==> src/rtl/wdr_pkg.sv <==
package wdr_pkg;
  typedef enum logic [0:0] {
    DIR_WRITE = 1'b0,
    DIR_READ  = 1'b1
  } wdr_dir_e;

  localparam int COND_DREQ_BIT = 0;
  localparam int COND_DONE_BIT = 1;
  localparam int COND_EXT_LSB  = 2;

  typedef struct packed {
    logic hi;
    logic lo;
    logic dreq;
    logic done;
  } wdr_flags_t;
endpackage

==> src/rtl/wdr_read_eval.sv <==
module wdr_read_eval #(
  parameter int CNT_W = 4,
  parameter int RES_W = 8
) (
  input  logic [CNT_W-1:0] fifo_count,
  input  logic [CNT_W-1:0] hi_mark,
  input  logic [RES_W-1:0] front_resid,
  output logic             hi_next,
  output logic             dreq_next
);
  always_comb begin
    hi_next   = (fifo_count >= hi_mark);
    dreq_next = (hi_next && (fifo_count != '0)) || (front_resid == '0);
  end
endmodule

==> src/rtl/wdr_write_eval.sv <==
module wdr_write_eval #(
  parameter int DEPTH = 8,
  parameter int CNT_W = 4,
  parameter int RES_W = 8
) (
  input  logic [CNT_W-1:0] fifo_count,
  input  logic [CNT_W-1:0] lo_mark,
  input  logic [RES_W-1:0] back_resid,
  output logic             lo_next,
  output logic             dreq_next
);
  int free_space;

  always_comb begin
    free_space = DEPTH - int'(fifo_count);
    lo_next    = (fifo_count <= lo_mark);
    dreq_next  = (back_resid != '0) &&
                 ((free_space >= int'(back_resid)) || lo_next);
  end
endmodule

==> src/rtl/wdr_irq_map.sv <==
module wdr_irq_map
  import wdr_pkg::*;
#(
  parameter int EXT_W  = 2,
  parameter int COND_W = EXT_W + 2
) (
  input  logic              clk,
  input  logic              rst_n,
  input  logic              data_req,
  input  logic              cmd_done,
  input  logic [EXT_W-1:0]  ext_cond,
  input  logic [COND_W-1:0] irq_mask,
  output logic [COND_W-1:0] raw_cond,
  output logic [COND_W-1:0] masked_cond,
  output logic              irq
);
  always_comb begin
    raw_cond                                = '0;
    raw_cond[COND_DREQ_BIT]                 = data_req;
    raw_cond[COND_DONE_BIT]                 = cmd_done;
    raw_cond[COND_EXT_LSB +: EXT_W]         = ext_cond;
    masked_cond                             = raw_cond & irq_mask;
    irq                                     = |masked_cond;
  end

  // an asserted line needs at least one enabled, active condition.
  p_irq_needs_enable_r9: assert property (@(posedge clk) disable iff (!rst_n)
    irq |-> ((irq_mask != '0) && (raw_cond != '0)));
endmodule

==> src/rtl/wdr_datareq_irq.sv <==
module wdr_datareq_irq
  import wdr_pkg::*;
#(
  parameter int DEPTH  = 8,
  parameter int RES_W  = 8,
  parameter int EXT_W  = 2,
  parameter int CNT_W  = $clog2(DEPTH + 1),
  parameter int COND_W = EXT_W + 2
) (
  input  logic              clk,
  input  logic              rst_n,
  input  logic              bus_busy,
  input  logic              dir_read,
  input  logic              stop_req,
  input  logic [CNT_W-1:0]  fifo_count,
  input  logic [CNT_W-1:0]  hi_mark,
  input  logic [CNT_W-1:0]  lo_mark,
  input  logic [RES_W-1:0]  front_resid,
  input  logic [RES_W-1:0]  back_resid,
  input  logic [EXT_W-1:0]  ext_cond,
  input  logic [COND_W-1:0] irq_mask,
  output logic              high_water,
  output logic              low_water,
  output logic              data_req,
  output logic              cmd_done,
  output logic              release_bus,
  output logic [COND_W-1:0] raw_cond,
  output logic [COND_W-1:0] masked_cond,
  output logic              irq
);
  wdr_flags_t flags_q;
  logic       rd_hi, rd_dreq, wr_lo, wr_dreq;
  logic       both_zero;
  wdr_dir_e   dir;

  assign dir       = wdr_dir_e'(dir_read);
  assign both_zero = (front_resid == '0) && (back_resid == '0);

  wdr_read_eval #(.CNT_W(CNT_W), .RES_W(RES_W)) u_rd (
    .fifo_count (fifo_count),
    .hi_mark    (hi_mark),
    .front_resid(front_resid),
    .hi_next    (rd_hi),
    .dreq_next  (rd_dreq)
  );

  wdr_write_eval #(.DEPTH(DEPTH), .CNT_W(CNT_W), .RES_W(RES_W)) u_wr (
    .fifo_count (fifo_count),
    .lo_mark    (lo_mark),
    .back_resid (back_resid),
    .lo_next    (wr_lo),
    .dreq_next  (wr_dreq)
  );

  always_ff @(posedge clk) begin
    if (!rst_n) begin
      flags_q     <= '{hi: 1'b0, lo: 1'b0, dreq: 1'b0, done: 1'b1};
      release_bus <= 1'b0;
    end else begin
      release_bus <= 1'b0;
      if (bus_busy) begin
        if (dir == DIR_READ) flags_q.hi <= rd_hi;
        else                 flags_q.lo <= wr_lo;
        if (both_zero) begin
          flags_q.dreq <= 1'b0;
          flags_q.done <= 1'b1;
          release_bus  <= stop_req;
        end else begin
          flags_q.done <= 1'b0;
          flags_q.dreq <= (dir == DIR_READ) ? rd_dreq : wr_dreq;
        end
      end
    end
  end

  assign high_water = flags_q.hi;
  assign low_water  = flags_q.lo;
  assign data_req   = flags_q.dreq;
  assign cmd_done   = flags_q.done;

  wdr_irq_map #(.EXT_W(EXT_W), .COND_W(COND_W)) u_irq (
    .clk        (clk),
    .rst_n      (rst_n),
    .data_req   (flags_q.dreq),
    .cmd_done   (flags_q.done),
    .ext_cond   (ext_cond),
    .irq_mask   (irq_mask),
    .raw_cond   (raw_cond),
    .masked_cond(masked_cond),
    .irq        (irq)
  );

  // Input assumption: the fill count never exceeds the FIFO depth.
  p_count_in_range_r6: assert property (@(posedge clk) disable iff (!rst_n)
    int'(fifo_count) <= DEPTH);

  p_idle_hold_r2: assert property (@(posedge clk) disable iff (!rst_n)
    !bus_busy |=> ($stable({high_water, low_water, data_req, cmd_done}) && !release_bus));

  p_hi_track_r3: assert property (@(posedge clk) disable iff (!rst_n)
    (bus_busy && dir_read) |=> (high_water == $past(fifo_count >= hi_mark)));

  p_lo_track_r5: assert property (@(posedge clk) disable iff (!rst_n)
    (bus_busy && !dir_read) |=> (low_water == $past(fifo_count <= lo_mark)));

  p_done_excludes_req_r7: assert property (@(posedge clk) disable iff (!rst_n)
    cmd_done |-> !data_req);

  p_release_implies_done_r8: assert property (@(posedge clk) disable iff (!rst_n)
    release_bus |-> cmd_done);

  p_other_mark_kept_r10: assert property (@(posedge clk) disable iff (!rst_n)
    (bus_busy && dir_read) |=> $stable(low_water));
endmodule

==> config.mk <==
export PLATFORM = sky130hd
export DESIGN_NAME = wdr_datareq_irq
export DESIGN_NICKNAME = d
export VERILOG_FILES = /design/src/rtl/wdr_pkg.sv /design/src/rtl/wdr_read_eval.sv /design/src/rtl/wdr_write_eval.sv /design/src/rtl/wdr_irq_map.sv /design/src/rtl/wdr_datareq_irq.sv
export SDC_FILE = /design/constraint.sdc
export NUM_CORES = 1
export LEC_CHECK = 0
export ABC_AREA = 1
export BUFFER_PORTS_ARGS = -buffer_cell sky130_fd_sc_hd__buf_2
export CAP_MARGIN = 20
export CORE_MARGIN = 1.5
export CORE_UTILIZATION = 35
export DETAILED_ROUTE_END_ITERATION = 10
export PLACE_DENSITY = 0.77
export RECOVER_POWER = 100
export SETUP_SLACK_MARGIN = 0.05
export SLEW_MARGIN = 40
export SYNTH_ARGS = -nofsm -noshare
export SYNTH_HDL_FRONTEND = slang
export SYNTH_SLANG_ARGS = --single-unit
==> constraint.sdc <==
create_clock -name clk -period 3.3 [get_ports clk]
set_input_delay 0.33 -clock clk [delete_from_list [all_inputs] [get_ports clk]]
set_output_delay 0.33 -clock clk [all_outputs]
set_load 0.05 [all_outputs]
# Word-level counts from Yosys, hierarchy flattened
# Index checks and enable logic that the tools add are counted.
# totals
word_cells	26
inputBits	39
reg_bits	5
out_inout_bits	14
# classes
n_mux	2
reduce_logical	13
magnitude_cmp	3
addsub	1
bitwise	2
# op_table
cell	n
32-bit by 9-bit greater-or-equal comparator with 1-bit output	1
8-bit logical NOT	2
8-bit nonzero test	1
4-bit by 4-bit subtractor with 5-bit output, first input constant	1
4-bit bitwise AND	1
4-bit greater-or-equal comparator	1
4-bit less-or-equal comparator	1
2-bit AND reduction	2
4-bit nonzero test	1
4-bit OR reduction	1
1-bit logical AND	3
3-bit AND reduction	1
1-bit logical OR	2
2-bit two-way mux	1
1-bit two-way mux	1
1-bit inverter	1

# Depth between registers and ports, before layout
# Gate-level depths: netlist of run 1.
# logic_depth
depth_word	6
mapped_depth	12
ltp_nobuf	12

# Cells and area by module
# From an unflattened synthesis of run 1, not the netlist that was laid out.
# hier_totals
cells_unflattened	146
hier_area_um2	870.8
# by_module_without_submodules
mod	seq_area_each_um2	cells_per_inst	instances	area_each_um2
wdr_write_eval	0.0	62	1	385.4
wdr_datareq_irq	100.1	40	1	261.5
wdr_read_eval	0.0	27	1	145.1
wdr_irq_map	0.0	17	1	78.8

# Worst setup path after synthesis of run 1
# Ideal clock, no wire load.
# synth_timing
path_kind	reg-to-output
start	register flags_q, in the netlist cmd_done
end	output port irq
t_arrival_ps	1212
slack_ps	1758
n_path_buf	0
t_required_ps	2970
path_stages_with_launch	3
path_cell_list	dfxtp_1 -> nand2_1 -> nand4_1
# synth_between
elab_chain_cells	2
# synth_lines
item	line_no	text
start: declaration	wdr_datareq_irq.sv:31	wdr_flags_t flags_q;
start signal: assignment	wdr_datareq_irq.sv:57	flags_q <= '{hi: 1'b0, lo: 1'b0, dreq: 1'b0, done: 1'b1};
4-bit bitwise AND	wdr_irq_map.sv:22	masked_cond = raw_cond & irq_mask;
4-bit OR reduction	wdr_irq_map.sv:23	irq = |masked_cond;
end: declaration	wdr_datareq_irq.sv:29	output logic irq
# Every way passes these cells.

# Worst setup path in the final report of run 1
# Ends and elaborated chain as after synthesis.

==> flow_summary.json, run 1 <==
{
  "post-route-period-util_pct": 47.6,
  "clk_pin_slew_ns": 0.04,
  "finClkSkew_ns": 0,
  "fin_crit_ns": 1.57,
  "ctsHoldBuffers": 0,
  "p_int_uw": 157,
  "worst_r2r_endpoint": "data_req",
  "clk_latency_ns": 0.24,
  "grt.overflow.total": 0,
  "die-area_um2": 2350,
  "synth.area.top_cells": "ha_1 22%, inv_1 17%, nand2_1 15%, dfxtp_1 14%, nor2_1 6.2%",
  "rsz0062_at_grt": "no",
  "synthDominantCellAreaShare_pct": 22.5,
  "drt_iter0_markers": 5,
  "drive_gt1_share_pct": 24.9,
  "diodes": 0,
  "relSlewSlack_pct": 60.0,
  "netlist-cell-type-count": 18,
  "maxCapViolCount": 0,
  "num_rows": 16,
  "r2r-start": "data_req",
  "ctsRootBufferMaster": "clkbuf_4",
  "seq_power_share_pct": 24.4,
  "hpwl_mm": 1.47,
  "tritoncts": "done",
  "vias": 873,
  "wl_per_cell_um": 8.29,
  "switching_share_pct": 42.9,
  "postCtsSetupBuffers": 0,
  "cts_resized": 0,
  "endpoint": "irq",
  "tightest_slew_ns": 0.602,
  "port_buffers": 52,
  "dieHeight_um": 48.5,
  "layout.nets": 226,
  "leakage_uw": 0.000629,
  "ant_nets": 0,
  "ir_worst_vdd_v": 0.000113,
  "synth_nets": 173,
  "die_width_um": 48.5,
  "ys.flop_type": "dfxtp_1",
  "end_kind": "output pin",
  "drc": 0,
  "antenna_found_initial": 0,
  "start_util_pct": 36.9,
  "setup-violations-final": 0,
  "synth_top_cells_by_count": "32 x inv_1, 29 x nand2_1, 13 x ha_1",
  "wl_mm": 1.66,
  "avgSynthCellArea_um2": 5.98,
  "slew_viol_final": 0,
  "clockBufferDepth": 2,
  "drt-pass1-iter-count": 4,
  "status": "completed",
  "start_kind": "flop",
  "grt_max_degree": 7,
  "timing.fmax_mhz": 637,
  "syn_area_um2": 723,
  "cp.arrival_ns": 1.24,
  "async_flop_share_pct": 0,
  "hold_viol": 0,
  "crit_start": "cmd_done",
  "r2r_slack_ns": 2.61,
  "clock-sinks": 5,
  "pwr-share-comb_pct": 49.8,
  "yosys_warnings": 0,
  "cts_buffers": 3,
  "critPathRequiredTime_ns": 2.97,
  "postSynthCellCount": 121,
  "syn_to_final_growth_pct": 36.5,
  "ioPinCount": 53,
  "post-synth-top-count-cell": "inv_1",
  "worstHoldPathType": "in2reg",
  "synth_top_cell_by_area": "ha_1",
  "reg2reg_depth": 2,
  "crit_fanout": 4,
  "p_total_uw": 275,
  "critPathKind": "reg2out",
  "synth-seq-cells": 5,
  "core_um2": 1960,
  "tns_ns": 0,
  "synth_edf_count": 0,
  "yosysSeqAreaShare_pct": 13.8,
  "htree_num_levels": 1,
  "switching_power_uw": 118,
  "p_per_area_nw_per_um2": 278,
  "power_frac_clock_pct": 25.8,
  "post_drt_via_cell_ratio": 4.37,
  "grt_pass1_wl_mm": 2.76,
  "globalplace.congestion": 0.784,
  "grt_pass1_vias": 780,
  "grtUsageTotal_pct": 14.8
}
layout by cell type, fill, tap and decap left out, drive strengths merged:
| master | n |
|---|---|
| o211ai | 1 |
| nor2 | 13 |
| ha | 13 |
| o21ai | 4 |
| xnor2 | 1 |
| nand2 | 30 |
| buf | 37 |
| nand4 | 1 |
| nand3 | 8 |
| inv | 33 |
| dfxtp | 5 |
| xor2 | 1 |
| a21oi | 7 |
| clkbuf | 19 |
how the worst min path moves through the flow:
stage	from	endpoint	cells after the start
after floorplan	bus_busy	data_req	1
after global placement	cmd_done	cmd_done	2
after detailed placement	cmd_done	cmd_done	2
after CTS	stop_req	release_bus	3
after global routing	stop_req	release_bus	3
final	stop_req	release_bus	3
worst max-delay path: stages, from the launching register on:
cell	delay (ns)
dfxtp_1	0.35
nand2_1	0.08
nand4_1	0.08
clkbuf_1	0.47
registers in the layout, summed over array words and instances (netlist names):
| signal | count |
|---|---|
| high_water | 1 |
| data_req | 1 |
| release_bus | 1 |
| cmd_done | 1 |
| low_water | 1 |
logic make-up after synthesis:
kind of cell	share of synthesized area (%)
compound gates	9.17
xor+xnor	2.42
fa+ha+maj	22.5
buf+inv	21.3
flops	13.8
simple gates	30.8
layer usage:
layer | part of all wire [%] | vias to the layer above | GRT usage (%)
met5 | 0 | - | 0
met1 | 43 | 364 | 14.9
li1 | - | 465 | -
met2 | 46 | 41 | 26.9
met4 | 1.8 | 0 | 8.57
met3 | 9.6 | 3 | 4.32
power by group through the flow:
stage,sequential [uW],combinational (uW),clock (uW)
2_1_floorplan,81.2,86.5,0
3_3_place_gp,67.8,137,0
3_5_place_dp,67.9,142,0
4_1_cts,66.9,142,75.2
5_1_grt,67.7,152,78.1
6_report,67.1,137,70.8
through the flow:
step           utilization (%)  setup WS [ns]  area, um2  instances  hold slack [ns]
6_report                  50.3           1.73        987        200            0.312
5_1_grt                   50.3           1.63        987        200            0.313
4_1_cts                   51.7           1.82       1010        200            0.301
3_5_place_dp              50.3           1.56        987        196            0.486
3_3_place_gp              50.3           1.64        987        196            0.486
2_1_floorplan                -           1.76        723        121            0.414
layout make-up:
class | instances | area, um2
fill | 227 | 975
multi-input combinational | 79 | 462
timing repair buffer | 52 | 241
inverter | 33 | 124
sequential | 5 | 100
tap | 27 | 33.8
clock buffer | 4 | 26.3
(Power assumes the default switching activity.)
==> run 2, diff against run 1 <==
==> constraint.sdc (replaced) <==
create_clock -name clk -period 1.5 [get_ports clk]
set_input_delay 0.15 -clock clk [delete_from_list [all_inputs] [get_ports clk]]
set_output_delay 0.15 -clock clk [all_outputs]
set_load 0.05 [all_outputs]
==> run 2 against run 1 <==
  * Combinational power grew 120%
  * Utilization rose by 0.57 points
  * Die area unchanged
  * Sequential power up 120%
  * Clock power increased by 120%
  * Sequential share of layout area fell by 0.11 points
  * Register-to-register slack got worse by 1.8 ns
  * Sequential cell count unchanged
  * Cell count grew 0.50%
  * Worst hold slack got worse by 0.18 ns
  * Setup slack worse by 1.6 ns
  * Via count is 2.1% higher
  * Critical path type unchanged
==> flow_summary.json, run 2 (synthesized netlist as in run 1, its figures left out) <==
{
  "status": "completed",
  "hold_depth": 3,
  "grt.overflow.total": 0,
  "slew_viol_final": 0,
  "leakage_uw": 0.000638,
  "layout_common_cells": "37 x buf_2, 32 x inv_1, 29 x nand2_1",
  "globalplace.congestion": 0.741,
  "crit_fanout": 4,
  "cp_cell_sequence": "nand2_1, inv_1, clkbuf_1",
  "setup-violations-final": 0,
  "worst-path-buf-inv": 2,
  "wl_per_cell_um": 8.43,
  "fin_crit_ns": 1.33,
  "vias": 891,
  "drc": 0,
  "ant_nets": 0,
  "ioPinCount": 53,
  "drive_gt1_share_pct": 27.0,
  "port_buffers": 52,
  "cp_slowest_stage_delay_ns": 0.45,
  "grt_pass1_wl_mm": 2.81,
  "grt_pass1_vias": 808,
  "start_util_pct": 36.9,
  "grt_max_degree": 7,
  "ir_worst_vdd_v": 0.000233,
  "end_kind": "output pin",
  "clk_latency_ns": 0.25,
  "ctsHoldBuffers": 0,
  "fin_util_pct": 50.9,
  "die-area_um2": 2350,
  "post-route-period-util_pct": 88.8,
  "num_rows": 16,
  "final_common_cell": "buf_2",
  "diodes": 0,
  "clock-sinks": 5,
  "p_per_area_nw_per_um2": 613,
  "crit_cells": 3,
  "cts_buffers": 3,
  "clk_pin_slew_ns": 0.04,
  "cts_resized": 0,
  "ctsRootBufferMaster": "clkbuf_4",
  "maxCapViolCount": 0,
  "finClkSkew_ns": 0,
  "tritoncts": "done",
  "dieHeight_um": 48.5,
  "drt_iter0_markers": 12,
  "worstHoldPathType": "in2reg",
  "wl_mm": 1.70,
  "grtUsageTotal_pct": 15.1,
  "htree_num_levels": 1,
  "tns_ns": 0,
  "hold_viol": 0,
  "postCtsSetupBuffers": 0,
  "timing.fmax_mhz": 751,
  "rsz0062_at_grt": "no",
  "cp_slowest_cell": "clkbuf_1",
  "hpwl_mm": 1.52,
  "die_width_um": 48.5,
  "start_kind": "flop",
  "antenna_found_initial": 0,
  "cp.arrival_ns": 1.18,
  "tightest_slew_ns": 0.604,
  "crit_family": "buffers and inverters",
  "core_um2": 1960,
  "clockBufferDepth": 2,
  "layout.nets": 227,
  "post_drt_via_cell_ratio": 4.43,
  "critPathKind": "reg2out",
  "reg2reg_depth": 2,
  "relSlewSlack_pct": 59.9,
  "critPathRequiredTime_ns": 1.35,
  "syn_to_final_growth_pct": 38.1,
  "drt-pass1-iter-count": 4
}
## run 2: cell count changes in the layout (fill, tap and decap cells not counted)
cell	change
clkbuf_2	+2
nand3_2	+1
nand3_1	-1
inv_1	-1
inv_2	+1
clkbuf_1	-1
## run 2: worst paths after layout
path | endpoint | start | slack [ns]
max | masked_cond[0] | data_req | 0.17
min | release_bus | stop_req | 0.13
max reg2reg | data_req | data_req | 0.81
min reg2reg | cmd_done | cmd_done | 0.50
## run 2: per-stage QoR
stage	instance area (um2)	setup WS, ns	power, uW	hold WS, ns	std cells
after floorplan	723	0.138	369	0.234	121
after global routing	998	0.107	666	0.132	201
after global placement	995	0.0674	453	0.385	197
after detailed placement	995	0.0130	464	0.384	197
final	998	0.168	612	0.132	201
after CTS	1020	0.267	630	0.122	201
## run 2: final cells by class
class / instances / area, um2
fill: 239 / 963
multi-input combinational: 79 / 467
timing repair buffer: 53 / 248
inverter: 33 / 124
sequential: 5 / 100
tap: 27 / 33.8
clock buffer: 4 / 26.3
## run 2: layer usage
metal	wire length, um	track usage (%)	vias to the layer above
met5	0	0	-
met4	36	8.57	0
met3	191	4.01	4
met2	803	28.5	45
met1	664	14.7	373
li1	-	-	469
## run 2: tightest hold or removal path, delay by kind of cell
family | cells | cell delay [ns]
buffers and inverters | 1 | 0.10
AND/OR/NAND/NOR | 2 | 0.08
## run 2: power by group
part           switching, uW  internal, uW  total [uW]
combinational            201           105         306
clock                   58.0           101         159
sequential              5.21           142         147
==> run 3, diff against run 2 <==
--- a/config.mk
+++ b/config.mk
@@ -9,9 +9,9 @@
 export BUFFER_PORTS_ARGS = -buffer_cell sky130_fd_sc_hd__buf_2
 export CAP_MARGIN = 20
 export CORE_MARGIN = 1.5
-export CORE_UTILIZATION = 35
+export CORE_UTILIZATION = 40
 export DETAILED_ROUTE_END_ITERATION = 10
-export PLACE_DENSITY = 0.77
+export PLACE_DENSITY = 0.85
 export RECOVER_POWER = 100
 export SETUP_SLACK_MARGIN = 0.05
 export SLEW_MARGIN = 40
==> run 3 against run 2 <==
  * Combinational power about the same
  * Maximum frequency up 6.2%
  * Clock skew unchanged
  * Utilization up 7.9 points
  * Routed wire length up 0.18%
  * First-iteration DRC count up 8.3%
  * Worst hold slack worse by 0.0031 ns
==> flow_summary.json, run 3 (synthesized netlist as in run 1, its figures left out) <==
{
  "leakage_uw": 0.000645,
  "grt_pass1_vias": 751,
  "final_common_cell": "buf_2",
  "rsz0062_at_grt": "no",
  "reg2reg_depth": 2,
  "cts_buffers": 3,
  "ctsRootBufferMaster": "clkbuf_4",
  "switching_power_uw": 267,
  "tns_ns": 0,
  "end_kind": "output pin",
  "drc": 0,
  "start_util_pct": 42.3,
  "htree_num_levels": 1,
  "grt_pass1_wl_mm": 2.53,
  "p_per_area_nw_per_um2": 615,
  "critPathRequiredTime_ns": 1.35,
  "layout_setup_ws_ns": 0.246,
  "ioPinCount": 53,
  "pwr-share-comb_pct": 49.9,
  "syn_to_final_growth_pct": 38.8,
  "diodes": 0,
  "globalplace.congestion": 0.778,
  "whs_endpoint": "release_bus",
  "ir_worst_vdd_v": 0.000296,
  "port_buffers": 52,
  "r2r_slack_ns": 0.80,
  "cts_resized": 0,
  "critPathKind": "reg2out",
  "worst-path-buf-inv": 1,
  "power_frac_clock_pct": 26.2,
  "wl_per_cell_um": 8.49,
  "fill_cells": 174,
  "worst_r2r_endpoint": "data_req",
  "wl_mm": 1.70,
  "place_ws_ns": 0.0138,
  "clk_latency_ns": 0.25,
  "finClkSkew_ns": 0,
  "antenna_found_initial": 0,
  "min_from": "stop_req",
  "fin_crit_ns": 1.25,
  "hold_depth": 3,
  "drt_iter0_markers": 13,
  "die_width_um": 45.5,
  "hold_viol": 0,
  "grtUsageTotal_pct": 16.9,
  "multiInputGateArea_um2": 464,
  "tritoncts": "done",
  "post_drt_via_cell_ratio": 4.47,
  "crit_fanout": 4,
  "post-route-period-util_pct": 83.6,
  "drt-pass1-iter-count": 4,
  "hpwl_mm": 1.54,
  "ff_latch_area_um2": 100,
  "cp_slowest_stage_delay_ns": 0.49,
  "slew_viol_final": 0,
  "cp_slowest_cell": "clkbuf_1",
  "maxCapViolCount": 0,
  "seq_power_share_pct": 24.0,
  "start_kind": "flop",
  "switching_share_pct": 43.3,
  "grt.overflow.total": 0,
  "relSlewSlack_pct": 60.3,
  "worstHoldPathType": "in2reg",
  "clock-sinks": 5,
  "grt_max_degree": 7,
  "r2r-start": "data_req",
  "layout_common_cells": "38 x buf_2, 32 x inv_1, 29 x nand2_1",
  "num_rows": 15,
  "clockBufferDepth": 2,
  "ant_nets": 0,
  "tightest_slew_ns": 0.598,
  "layout.nets": 228,
  "setup-violations-final": 0,
  "timing.fmax_mhz": 797,
  "drive_gt1_share_pct": 28.6,
  "crit_family": "buffers and inverters",
  "cp.arrival_ns": 1.10,
  "die-area_um2": 2070,
  "clk_pin_slew_ns": 0.04,
  "fin_util_pct": 58.8,
  "core_um2": 1710,
  "status": "completed",
  "p_int_uw": 350,
  "cp_cell_sequence": "clkbuf_1",
  "dieHeight_um": 45.5,
  "vias": 894,
  "postCtsSetupBuffers": 0,
  "ctsHoldBuffers": 0
}
run 3: cell count changes in the layout (fill, tap and decap cells not counted), sizes merged:
| cell | previous run | this run |
|---|---|---|
| buf | 37 | 39 |
| clkbuf | 20 | 19 |
run 3: worst max path at each step:
stage                    end  slack, ns           from  cells past startpoint
floorplan                irq       0.14       cmd_done                      2
detailed placement  data_req       0.01  fifo_count[0]                     13
CTS                 data_req       0.27  fifo_count[0]                     13
global placement    data_req       0.07  fifo_count[0]                     13
finish              data_req       0.25       data_req                      1
global route        data_req       0.13  fifo_count[0]                     13
run 3: metrics by stage:
| step | cell area (um2) | hold slack, ns | power, uW | cells |
|---|---|---|---|---|
| finish | 1000 | 0.129 | 618 | 200 |
| global route | 1000 | 0.119 | 669 | 200 |
| CTS | 1030 | 0.122 | 631 | 200 |
| detailed placement | 1000 | 0.385 | 467 | 196 |
| global placement | 1000 | 0.384 | 454 | 196 |
| floorplan | 723 | 0.234 | 369 | 121 |
run 3: cell type report:
type / count / share of cell area (%)
sequential: 5 / 9.98
tap: 25 / 3.12
clock buffer: 4 / 2.62
timing repair buffer: 54 / 25.7
multi-input combinational: 79 / 46.3
inverter: 33 / 12.3
run 3: layer usage:
layer	track usage, %	wire length (um)
met1	12.6	606
met2	34.9	909
met3	8.33	168
met4	5.88	14
met5	0	0
run 3: power by group through the flow:
stage	Combinational [uW]	Clock, uW	Sequential [uW]
after floorplan	190	0	179
after global placement	304	0	149
after detailed placement	318	0	150
after CTS	318	165	148
after global routing	341	179	149
final	308	162	148
